==> src/rtl/ddr_init_pkg.sv <==
package ddr_init_pkg;

    localparam int PAY_W       = 16;
    localparam int WORD_W      = 32;
    localparam int CHIP_W      = 2;
    localparam int MAX_CHIPS   = 4;
    localparam int STEP_W      = 4;
    localparam int LAST_STEP   = 14;
    localparam int DLL_BIT     = 8;
    localparam int OCD_LO      = 7;
    localparam int MODESET_BIT = 14;
    localparam int CAL_BIT     = 8;

    typedef enum logic [1:0] {
        CT_PREA = 2'd0,
        CT_REF  = 2'd1,
        CT_MRS  = 2'd2,
        CT_NOP  = 2'd3
    } cmd_type_e;

    typedef enum logic [2:0] {
        PS_ZERO,
        PS_MODE_DLL,
        PS_MODE_RUN,
        PS_OCD_DFLT,
        PS_OCD_EXIT
    } pay_sel_e;

    typedef struct packed {
        logic      is_gap;
        cmd_type_e ctype;
        logic [1:0] bank;
        pay_sel_e  psel;
    } step_t;

    typedef enum logic [2:0] {
        ST_IDLE,
        ST_CAL,
        ST_ISSUE,
        ST_GAP,
        ST_DONE
    } state_e;

    // Per-chip list: gaps occupy their own slots so the walk is one counter.
    function automatic step_t step_at(input logic [STEP_W-1:0] idx);
        step_t s;
        s.is_gap = 1'b0;
        s.ctype  = CT_NOP;
        s.bank   = 2'd0;
        s.psel   = PS_ZERO;
        case (idx)
            4'd0:  s.ctype = CT_NOP;
            4'd1:  s.ctype = CT_PREA;
            4'd2:  s.is_gap = 1'b1;
            4'd3:  begin s.ctype = CT_MRS; s.bank = 2'd2; end
            4'd4:  begin s.ctype = CT_MRS; s.bank = 2'd3; end
            4'd5:  begin s.ctype = CT_MRS; s.bank = 2'd1; end
            4'd6:  begin s.ctype = CT_MRS; s.psel = PS_MODE_DLL; end
            4'd7:  s.ctype = CT_PREA;
            4'd8:  s.ctype = CT_REF;
            4'd9:  s.ctype = CT_REF;
            4'd10: begin s.ctype = CT_MRS; s.psel = PS_MODE_RUN; end
            4'd11: s.is_gap = 1'b1;
            4'd12: begin s.ctype = CT_MRS; s.bank = 2'd1; s.psel = PS_OCD_DFLT; end
            4'd13: s.is_gap = 1'b1;
            4'd14: begin s.ctype = CT_MRS; s.bank = 2'd1; s.psel = PS_OCD_EXIT; end
            default: s.is_gap = 1'b0;
        endcase
        return s;
    endfunction

    function automatic logic [WORD_W-1:0] pack_word(input logic [CHIP_W-1:0] chip,
                                                    input cmd_type_e ct,
                                                    input logic [1:0] bank,
                                                    input logic [PAY_W-1:0] pay);
        return {10'd0, chip, ct, bank, pay};
    endfunction

    // Index of the last chip to set up; out-of-range counts are clamped.
    function automatic logic [CHIP_W-1:0] last_chip(input logic [2:0] n);
        if (n == 3'd0)
            return '0;
        else if (int'(n) > MAX_CHIPS)
            return CHIP_W'(MAX_CHIPS - 1);
        else
            return CHIP_W'(n - 3'd1);
    endfunction

endpackage

==> src/rtl/ddr_init_step_rom.sv <==
module ddr_init_step_rom
    import ddr_init_pkg::*;
(
    input  logic [STEP_W-1:0] step_idx,
    output step_t             cur_step,
    output logic              next_is_gap
);
    step_t nxt;

    always_comb begin
        cur_step    = step_at(step_idx);
        nxt         = step_at(step_idx + STEP_W'(1));
        next_is_gap = nxt.is_gap;
    end
endmodule

==> src/rtl/ddr_init_payload.sv <==
module ddr_init_payload
    import ddr_init_pkg::*;
(
    input  pay_sel_e          psel,
    input  logic [PAY_W-1:0]  mode_base,
    input  logic [PAY_W-1:0]  ext_base,
    output logic [PAY_W-1:0]  payload
);
    always_comb begin
        payload = '0;
        case (psel)
            PS_MODE_DLL: begin
                payload          = mode_base;
                payload[DLL_BIT] = 1'b1;
            end
            PS_MODE_RUN: begin
                payload          = mode_base;
                payload[DLL_BIT] = 1'b0;
            end
            PS_OCD_DFLT: begin
                payload                     = ext_base;
                payload[OCD_LO+2:OCD_LO]    = 3'b111;
                payload[MODESET_BIT]        = 1'b1;
            end
            PS_OCD_EXIT: begin
                payload                     = ext_base;
                payload[OCD_LO+2:OCD_LO]    = 3'b000;
                payload[MODESET_BIT]        = 1'b1;
            end
            default: payload = '0;
        endcase
    end
endmodule

==> src/rtl/ddr_init_gap_timer.sv <==
module ddr_init_gap_timer #(
    parameter int GAP_CYCLES = 10
) (
    input  logic clk,
    input  logic rst,
    input  logic load,
    output logic expired
);
    localparam int CNT_W = (GAP_CYCLES < 2) ? 1 : $clog2(GAP_CYCLES + 1);

    logic [CNT_W-1:0] cnt_q;

    always_ff @(posedge clk) begin
        if (rst)
            cnt_q <= '0;
        else if (load)
            cnt_q <= CNT_W'(GAP_CYCLES - 1);
        else if (cnt_q != '0)
            cnt_q <= cnt_q - CNT_W'(1);
    end

    assign expired = (cnt_q == '0);
endmodule

==> src/rtl/ddr_init_seq.sv <==
module ddr_init_seq
    import ddr_init_pkg::*;
#(
    parameter int GAP_CYCLES = 10,
    parameter int STATUS_W   = 16
) (
    input  logic                clk,
    input  logic                rst,
    input  logic                start,
    input  logic [2:0]          chip_count,
    input  logic [PAY_W-1:0]    mode_val,
    input  logic [PAY_W-1:0]    ext_val,
    input  logic [STATUS_W-1:0] calib_status,
    output logic                cmd_valid,
    input  logic                cmd_ready,
    output logic [WORD_W-1:0]   cmd_word,
    output logic                busy,
    output logic                done
);
    state_e              st_q, st_d;
    logic [STEP_W-1:0]   step_q, step_d;
    logic [CHIP_W-1:0]   chip_q, chip_d, last_q, last_d;
    logic [PAY_W-1:0]    mode_q, ext_q;
    logic                take_start;
    logic                tmr_load, tmr_expired;
    step_t               cur;
    logic                gap_next;
    logic [PAY_W-1:0]    pay;
    logic                unused_status;

    assign unused_status = ^{calib_status[STATUS_W-1:CAL_BIT+1], calib_status[CAL_BIT-1:0]};

    ddr_init_step_rom u_rom (
        .step_idx    (step_q),
        .cur_step    (cur),
        .next_is_gap (gap_next)
    );

    ddr_init_payload u_pay (
        .psel      (cur.psel),
        .mode_base (mode_q),
        .ext_base  (ext_q),
        .payload   (pay)
    );

    ddr_init_gap_timer #(.GAP_CYCLES(GAP_CYCLES)) u_gap (
        .clk     (clk),
        .rst     (rst),
        .load    (tmr_load),
        .expired (tmr_expired)
    );

    assign take_start = start && (st_q == ST_IDLE || st_q == ST_DONE);

    always_comb begin
        st_d     = st_q;
        step_d   = step_q;
        chip_d   = chip_q;
        last_d   = last_q;
        tmr_load = 1'b0;
        case (st_q)
            ST_IDLE, ST_DONE: begin
                if (start) begin
                    st_d   = ST_CAL;
                    last_d = last_chip(chip_count);
                end
            end
            ST_CAL: begin
                if (calib_status[CAL_BIT]) begin
                    st_d   = ST_ISSUE;
                    step_d = '0;
                    chip_d = '0;
                end
            end
            ST_ISSUE: begin
                if (cmd_ready) begin
                    if (step_q == STEP_W'(LAST_STEP)) begin
                        if (chip_q == last_q) begin
                            st_d = ST_DONE;
                        end else begin
                            chip_d = chip_q + CHIP_W'(1);
                            step_d = '0;
                        end
                    end else begin
                        step_d = step_q + STEP_W'(1);
                        if (gap_next) begin
                            st_d     = ST_GAP;
                            tmr_load = 1'b1;
                        end
                    end
                end
            end
            ST_GAP: begin
                if (tmr_expired) begin
                    step_d = step_q + STEP_W'(1);
                    st_d   = ST_ISSUE;
                end
            end
            default: st_d = ST_IDLE;
        endcase
    end

    always_ff @(posedge clk) begin
        if (rst) begin
            st_q   <= ST_IDLE;
            step_q <= '0;
            chip_q <= '0;
            last_q <= '0;
            mode_q <= '0;
            ext_q  <= '0;
        end else begin
            st_q   <= st_d;
            step_q <= step_d;
            chip_q <= chip_d;
            last_q <= last_d;
            if (take_start) begin
                mode_q <= mode_val;
                ext_q  <= ext_val;
            end
        end
    end

    assign cmd_valid = (st_q == ST_ISSUE);
    assign cmd_word  = pack_word(chip_q, cur.ctype, cur.bank, pay);
    assign busy      = (st_q == ST_CAL) || (st_q == ST_ISSUE) || (st_q == ST_GAP);
    assign done      = (st_q == ST_DONE);
endmodule

==> config.mk <==
export PLATFORM = sky130hd
export DESIGN_NAME = ddr_init_seq
export DESIGN_NICKNAME = d
export VERILOG_FILES = /design/src/rtl/ddr_init_pkg.sv /design/src/rtl/ddr_init_step_rom.sv /design/src/rtl/ddr_init_payload.sv /design/src/rtl/ddr_init_gap_timer.sv /design/src/rtl/ddr_init_seq.sv
export SDC_FILE = /design/constraint.sdc
export NUM_CORES = 1
export LEC_CHECK = 0
export BUFFER_PORTS_ARGS = -buffer_cell sky130_fd_sc_hd__buf_2
export CORE_ASPECT_RATIO = 2
export CORE_UTILIZATION = 49
export CTS_CLUSTER_SIZE = 24
export DETAILED_ROUTE_END_ITERATION = 6
export GPL_TIMING_DRIVEN = 0
export HOLD_SLACK_MARGIN = 0.1
export MAX_ROUTING_LAYER = met4
export PLACE_DENSITY = 0.87
export SYNTH_ARGS = -nofsm -noshare
export SYNTH_HDL_FRONTEND = slang
export SYNTH_SLANG_ARGS = --single-unit
==> constraint.sdc <==
create_clock -name clk -period 2.6 [get_ports clk]
set_clock_uncertainty 0.2 [all_clocks]
set_input_delay 0 -clock clk [delete_from_list [all_inputs] [get_ports clk]]
set_output_delay 0 -clock clk [all_outputs]
set_load 0.005 [all_outputs]
# Word-level counts from Yosys, hierarchy flattened
# Cells that the tools add are included.
classes:
  add_sub_neg: 4
  mul: 0
  n_div: 0
  magnitude_cmp: 1
  eq_ne: 32
  shifts: 0
  mux: 32
  n_bitwise: 0
  reduce_logical: 22
ops:
  columns: ["cell", "count"]
  rows:
  - ["one-hot mux 16 bit (4 select lines)", 1]
  - ["equality test 4 bit (second input constant)", 7]
  - ["two-way mux 4 bit", 7]
  - ["one-hot mux 3 bit (4 select lines)", 2]
  - ["two-way mux 3 bit", 7]
  - ["equality test 4 x 3 -> 1 bit (second input constant)", 4]
  - ["equality test 3 x 2 -> 1 bit (second input constant)", 4]
  - ["two-way mux 2 bit", 6]
  - ["one-hot mux 2 bit (3 select lines)", 2]
  - ["one-hot mux 4 bit (3 select lines)", 1]
  - ["AND reduction 5 bit", 2]
  - ["equality test 4 x 2 -> 1 bit (second input constant)", 2]
  - ["!= test 2 bit (second input constant)", 4]
  - ["OR reduction 2 bit", 4]
  - ["OR reduction 7 bit", 1]
  - ["equality test 3 x 1 -> 1 bit (second input constant)", 2]
  - ["equality test 3 bit (second input constant)", 2]
  - ["zero test 3 bit", 2]
  - ["AND reduction 6 bit", 1]
  - ["OR reduction 3 bit", 2]
  - ["two-way mux 1 bit", 5]
  - ["adder 4 x 1 -> 4 bit (second input constant)", 1]
  - ["equality test 4 x 1 -> 1 bit (second input constant)", 1]
  - ["zero test 4 bit", 1]
  - ["other kinds (16)", 20]
word_totals:
  reg_bits: 47
  latch_bits: 0
  ram_bits: 0
  romBits: 0
  input_bits: 55
  output_inout_bits: 35
  elab_cells: 99
  memories: 0

# Logic depth before layout (Yosys ltp)
# Gate-level depths: netlist of run 1.
logic_depth:
  depth_word: 9
  depth_mapped: 8
  ltp_nobuf: 7

# Modules after synthesis
# From an unflattened synthesis of run 1, not the netlist that was laid out.
unflattened:
  cells_unflattened: 359
  area_unflattened_um2: 2835.2
modules_own_cells:
  columns: ["mod", "n_inst", "cells_each", "area_per_inst_um2", "seq_area_each_um2"]
  rows:
  - ["ddr_init_seq", 1, 245, 1916.8, 860.8]
  - ["ddr_init_payload", 1, 69, 533.0, 0.0]
  - ["ddr_init_gap_timer", 1, 20, 202.7, 80.1]
  - ["ddr_init_step_rom", 1, 25, 182.7, 0.0]

# Worst setup path before layout of run 1
# Ideal clock, no wire load.
synth_timing:
  path_kind: "flip-flop to flip-flop"
  start: "register step_q[0]"
  end: "register chip_q[1]"
  setup_time_ns: 0.065
  arrival_ns: 1.803
  required_ns: 2.335
  setup_slack_ns: 0.532
  stages_incl_launch_ff: 8
  path_buffers: 0
  synth_period_minus_slack_ns: 2.068
  cell_sequence: "dfxtp_1 > inv_1 > ha_1 > nand3_2 > or3_1 > nor3_1 > mux2_2 > nor2_1"
synth_between:
  elab_chain_cells: 3
synth_rtl:
  columns: ["element", "line", "text"]
  rows:
  - ["start, declared", "ddr_init_seq.sv:21", "logic [STEP_W-1:0] step_q, step_d;"]
  - ["start signal, assigned", "ddr_init_seq.sv:113", "step_q <= step_d;"]
  - ["equality test 4 bit", "ddr_init_seq.sv:77", "if (step_q == STEP_W'(LAST_STEP)) begin"]
  - ["!= test 2 x 1 -> 1 bit (no line)", null, null]
  - ["AND reduction 5 bit (no line)", null, null]
  - ["end signal, assigned", "ddr_init_seq.sv:114", "chip_q <= chip_d;"]
  - ["end, declared", "ddr_init_seq.sv:22", "logic [CHIP_W-1:0] chip_q, chip_d, last_q, last_d;"]
# No other way between the ends.
# A chain may end at the register's enable or synchronous reset.

# Worst setup path after layout of run 1
layout_timing:
  start: "register step_q[0]"
  end: "register st_q[2]"
layout_between:
  elab_chain_cells: 6
  elab_cells_between_ends: 13
  cone_classes: "add/sub (1); eq/ne (6); mux (4); reduce/logical (2)"
layout_rtl:
  columns: ["element", "line", "text"]
  rows:
  - ["adder 4 x 1 -> 4 bit", "ddr_init_step_rom.sv:12", "nxt = step_at(step_idx + STEP_W'(1));"]
  - ["equality test 4 x 2 -> 1 bit or equality test 4 bit (tied branches)", "ddr_init_pkg.sv:51", "case (idx)"]
  - ["OR reduction 3 bit (no line)", null, null]
  - ["two-way mux 1 bit", "ddr_init_pkg.sv:51", null]
  - ["!= test 3 x 1 -> 1 bit (no line)", null, null]
  - ["AND reduction 6 bit (no line)", null, null]
  - ["end signal, assigned", "ddr_init_seq.sv:112", "st_q <= st_d;"]
  - ["end, declared", "ddr_init_seq.sv:20", "state_e st_q, st_d;"]
# Several ways; a longest one is shown, not always the timed one. The select of a mux whose other input is x is not followed.

==> flow_summary.ini, run 1 <==
[clock_tree]
worstSkewPairLatency_ns = 0.30
clkSinkCount = 42
h-tree-depth = 2
cts_buffer_depth = 2
cts_tree = done
cts_inserted_buffers = 5
cts_root_buf = clkbuf_8
clk_pin_slew_ns = 0.08

[critical_path]
arrival_ns = 2.51
path_cells = inv_1, ha_2, nand3_2, or3_4, a41o_1, a21oi_1, dlygate4sd3_1
start_kind = register
crit_required_ns = 2.64
worst-r2r-cell-count = 7
cp_max_fo = 6
crit_slowest_cell = dlygate4sd3_1
cp-end-kind = register
r2r-start = step_q[0]
startpoint = step_q[0]
slowest_delay_ns = 0.55
critical_path_class = reg2reg

[cells_and_area]
fin_area_um2 = 3326
fill_cells = 328
fin_util = 0.7097
area_delta_synth_final_pct = 37.93
n_antenna_cell = 0
final_cell_count_no_fill = 488
drive_gt1_frac = 0.2240
nets = 494

[floorplan]
core_area_um2 = 4686
die_w_um = 51.60
rows = 35
die-area_um2 = 5222
ios = 90
start_util = 0.5146
die_h_um = 101.2

[drt]
drc = 0
firstDrtPassIters = 5
vias = 2855
drt_iter0_markers = 188
wirelength_um = 8214
wl_per_cell_um = 16.83
ant_nets = 0
viasPerCell = 5.850

[yosys]
seq_area_frac_synth = 0.3487
synthAdderAreaFrac = 0.04048
synth_top_family_by_area = simple AND/OR/NAND/NOR gates
synth-compound-area-share = 0.2325
synth.most_common_cell = nand2_1
synth-simple-area-share = 0.2657
synth_mux_area_frac = 0.009341
yosysTopAreaCellShare = 0.3487
synth_cells = 318
synth_edf_count = 0
synth_area_leaders = dfxtp_1 (35%), nand2_1 (11%), a21oi_1 (7.1%)
syn_area_um2 = 2411
yosysUniqueCellTypes = 51
synth_commonest_cells = nand2_1 (68), dfxtp_1 (42), a21oi_1 (34)
async_reset_ff_frac = 0
ys_ff_latch = 42
ys.flop_type = dfxtp_1
synth_warnings = 0
synth.avg_cell_area_um2 = 7.582
synth_xor_area_frac = 0.01453
synth_area_leader_cell = dfxtp_1

[grt]
overflow = 0
antenna_found_initial = 0
grt_pass1_wl_um = 13040
first_global_vias = 2923
grt_usage = 0.3442
grt_max_degree = 14

[outcome]
status = finished clean

[pwr]
power_density_nw_per_um2 = 561.9
p_leak_nw = 1.511
peakVddDrop_mv = 0.6162

[placed_design]
io_buffer_count = 58
hpwl_um = 4726
place_area_um2 = 2804
dp.cells = 440
place_congestion = 0.9355

[hold_path]
hp-class = in2reg
min_from = start
whs_path_depth = 4

[sta]
rsz0062_at_grt = no
min_period_ns = 2.468
whs_ns = 0.08603
slew_headroom = 0.6086
final-max-slew-violation-count = 0
hold_violations = 0
period_share = 0.9491
setup_viol = 0
clock.fmax_mhz = 405.2
worst-slew-pin-transition_ns = 0.5871
tns_ns = 0

[job]
maxCapViolCount = 0
-- logic make-up after synthesis --
| family | count (synthesis) |
|---|---|
| and+or+nand+nor | 134 |
| AOI/OAI and AO/OA | 87 |
| DFF | 42 |
| buffers and inverters | 40 |
| adders and majority gates | 8 |
| xor gates and xnor gates | 4 |
| muxes | 2 |
| other | 1 |
-- state kept, by name, summed over array words and instances, names as in the netlist --
signal / cells
step_q: 4
chip_q: 2
ext_q: 12
st_q: 3
u_gap.cnt_q: 4
mode_q: 15
last_q: 2
-- stage by stage --
stage / total power, mW / worst slack (ns)
CTS: 1.819 / 0.02626
floorplan: 1.186 / 0.5319
finish: 1.869 / 0.1323
detailed placement: 1.325 / 0.2844
global route: 1.953 / 0.004592
global placement: 1.309 / 0.2991
-- path summary, 6_finish.rpt --
| check | end | slack [ns] |
|---|---|---|
| worst max-delay path | st_q[2] | 0.13 |
| worst min-delay path | last_q[0] | 0.09 |
| worst max register to register | st_q[2] | 0.13 |
| worst min register to register | ext_q[11] | 0.26 |
-- worst max-delay path: cells and delay by family, from the launching register on --
family	cells	cell delay, ns
buf+inv	2	0.70
flops	1	0.36
compound gates	2	0.34
simple gates	2	0.54
fa+ha+maj	1	0.28
-- layer usage --
metal / part of all wire / global-route usage / vias up
met5: 0 / - / -
met4: 0.049 / 0.2017 / 0
met3: 0.072 / 0.05556 / 45
met2: 0.55 / 0.6314 / 203
met1: 0.33 / 0.3192 / 1301
li1: - / - / 1306
-- area by class of cell --
class / count / area, um^2 / share of cell area
Multi-Input combinational cell: 245 / 1405 / 0.4225
Sequential cell: 42 / 840.8 / 0.2528
Timing Repair Buffer: 100 / 710.7 / 0.2137
Buffer: 29 / 171.4 / 0.05154
Clock buffer: 6 / 82.58 / 0.02483
Tap cell: 55 / 68.82 / 0.02069
Inverter: 9 / 33.78 / 0.01016
Clock inverter: 2 / 12.51 / 0.003762
-- cell usage in the layout, fill, tap and decap left out, types with 2 or more instances in the layout --
cell type / netlist / final
a31oi_1: 3 / 3
o211ai_1: 2 / 2
dlygate4sd3_1: 0 / 42
a21o_1: 4 / 4
nor2_1: 20 / 20
nand3b_1: 3 / 3
nor4_1: 2 / 2
a21oi_1: 34 / 34
nand2_1: 68 / 68
clkbuf_2: 0 / 2
and3_1: 3 / 3
ha_2: 0 / 2
xnor2_1: 3 / 3
clkbuf_1: 13 / 9
ha_1: 7 / 5
mux2_2: 2 / 2
buf_4: 13 / 13
dfxtp_1: 42 / 42
o21ai_0: 14 / 14
nand2b_1: 8 / 8
nor3_1: 6 / 6
a22o_1: 13 / 13
and2_1: 4 / 3
nor2b_1: 4 / 4
nor3b_1: 3 / 3
inv_1: 9 / 9
clkbuf_8: 0 / 6
buf_2: 3 / 61
nand3_1: 4 / 4
a211oi_1: 3 / 3
conb_1: 1 / 10
a22oi_1: 2 / 2
or3_1: 3 / 2
-- what timing repair did --
item,CTS,global route
hold buffers,42,0
endpoints found under the hold margin,40,0
gates cloned,0,0
endpoints found under the setup margin,9,17
buffers inserted,0,0
gates resized for setup,1,6
-- report_power, final --
part           total [mW]  switching [mW]  internal [mW]  leakage (nW)
Clock               0.447           0.234          0.214        0.0472
Sequential          0.784          0.0608          0.723         0.344
Combinational       0.637           0.351          0.286          1.12
Total                1.87           0.645           1.22          1.51
Note: power is estimated with default switching activity, not from simulation.
==> run 2, diff against run 1 <==
--- a/config.mk
+++ b/config.mk
@@ -7,13 +7,14 @@
 export LEC_CHECK = 0
 export BUFFER_PORTS_ARGS = -buffer_cell sky130_fd_sc_hd__buf_2
 export CORE_ASPECT_RATIO = 2
-export CORE_UTILIZATION = 49
+export CORE_UTILIZATION = 30
 export CTS_CLUSTER_SIZE = 24
 export DETAILED_ROUTE_END_ITERATION = 6
 export GPL_TIMING_DRIVEN = 0
 export HOLD_SLACK_MARGIN = 0.1
 export MAX_ROUTING_LAYER = met4
-export PLACE_DENSITY = 0.87
+export PLACE_DENSITY = 0.6
+export RECOVER_POWER = 25
 export SYNTH_ARGS = -nofsm -noshare
 export SYNTH_HDL_FRONTEND = slang
 export SYNTH_SLANG_ARGS = --single-unit
==> run 2 against run 1 <==
Compared with the run above:
- worst setup slack gained 0.093 ns
- combinational power fell by 5.8%
- die area is 61% higher
- maximum frequency up 3.9%
- cell area rose by 2.6%
- sequential power is essentially flat
- total power is 8.0% higher
==> flow_summary.ini, run 2 (synthesis gave the netlist of run 1 again) <==
[pwr]
power_density_nw_per_um2 = 591.4
p_leak_nw = 1.508
peakVddDrop_mv = 0.4485

[drt]
ant_nets = 0
wirelength_um = 7228
vias = 2599
firstDrtPassIters = 4
drc = 0
wl_per_cell_um = 13.72
viasPerCell = 4.932
drt_iter0_markers = 90

[floorplan]
ios = 90
die-area_um2 = 8421
die_h_um = 128.8
die_w_um = 65.39
rows = 45
start_util = 0.3149
core_area_um2 = 7657

[clock_tree]
cts_setup_buffers = 0
clkSinkCount = 42
cts_tree = done
cts_buffer_depth = 2
h-tree-depth = 2
cts_root_buf = clkbuf_16
clk_pin_slew_ns = 0.06
cts_inserted_buffers = 5
worstSkewPairLatency_ns = 0.29

[sta]
whs_ns = 0.1051
rsz0062_at_grt = no
min_period_ns = 2.375
hold_violations = 0
clock.fmax_mhz = 421.1
slew_headroom = 0.6013
final-max-slew-violation-count = 0
setup_viol = 0
worst-slew-pin-transition_ns = 0.5941
tns_ns = 0
period_share = 0.9134

[job]
maxCapViolCount = 0

[critical_path]
arrival_ns = 2.17
start_kind = register
cp-end-kind = primary output
critical_path_class = reg2out
crit_required_ns = 2.40
cp_max_fo = 10

[grt]
grt_max_degree = 14
grt_usage = 0.1861
antenna_found_initial = 0
overflow = 0
grt_pass1_wl_um = 11550
first_global_vias = 2452

[cells_and_area]
largest-register = mode_q
fill_cells = 796
final_cell_mix = nand2_1 (68), buf_2 (55), dfxtp_1 (42), dlygate4sd3_1 (42), a21oi_1 (34)
seqCellArea_um2 = 840.8
nets = 494
n_antenna_cell = 0
fin_util = 0.4458
area_delta_synth_final_pct = 41.57
final_common_cell = nand2_1
fin_area_um2 = 3413
reg.largest.list = mode_q (15), ext_q (12)
drive_gt1_frac = 0.2032
multi_input_area_um2 = 1394
largest_register_ffs = 15

[placed_design]
place_area_um2 = 2853
hpwl_um = 5202
io_buffer_count = 58
place_congestion = 0.9317

[hold_path]
hp-class = in2reg

[outcome]
status = finished clean
## run 2: cell types whose count changed in the layout (fill, tap and decap cells not counted), moves of 2 or more
cell,delta
clkbuf_16,+5
ha_2,-2
buf_2,-6
clkbuf_8,-5
ha_1,+2
clkbuf_1,+5
## run 2: path summary, 6_finish.rpt
path | from | endpoint | slack, ns | cells after the start
max | step_q[0] | cmd_word[11] | 0.23 | 7
min | chip_count[0] | last_q[1] | 0.11 | 5
max reg2reg | step_q[0] | step_q[3] | 0.25 | 7
min reg2reg | ext_q[13] | ext_q[13] | 0.25 | 2
## run 2: final cells by class
class	instances	area share
buffer	29	0.05022
sequential	42	0.2463
tap	94	0.03446
clock buffer	6	0.04069
timing repair buffer	100	0.2064
multi-input combinational	245	0.4084
clock inverter	2	0.003666
inverter	9	0.009897
## run 2: critical path: stages, from the launching register on
cell and delay [ns]:
dfxtp_1 0.42, inv_1 0.12, ha_1 0.34, xor2_1 0.18, and3_1 0.24, clkbuf_2 0.21
a22o_1 0.23, buf_2 0.13
## run 2: where the power goes
part           switching (mW)  internal, mW  leakage [nW]  total (mW)
registers              0.0563         0.724         0.344       0.781
clock network           0.257         0.380        0.0729       0.638
logic                   0.318         0.282          1.09       0.600
## run 2: metal layers
layer / wire (um) / global-route usage
met5: 0 / -
met1: 2579 / 0.1650
met4: 418 / 0.1240
met2: 3984 / 0.3529
met3: 246 / 0.01950
## run 2: metrics by stage
step	std cells	setup WS [ns]	power, mW
after floorplan	327	0.5319	1.186
after detailed placement	479	0.2391	1.339
final	527	0.2250	2.019
after global routing	527	0.05592	2.140
after CTS	530	0.04981	2.038
after global placement	479	0.2409	1.327
## run 2: timing repair
item / CTS / global route
hold endpoints to repair: 40 / 0
endpoints found under the setup margin: 9 / 12
resized for setup: 1 / 3
hold buffers: 43 / 0
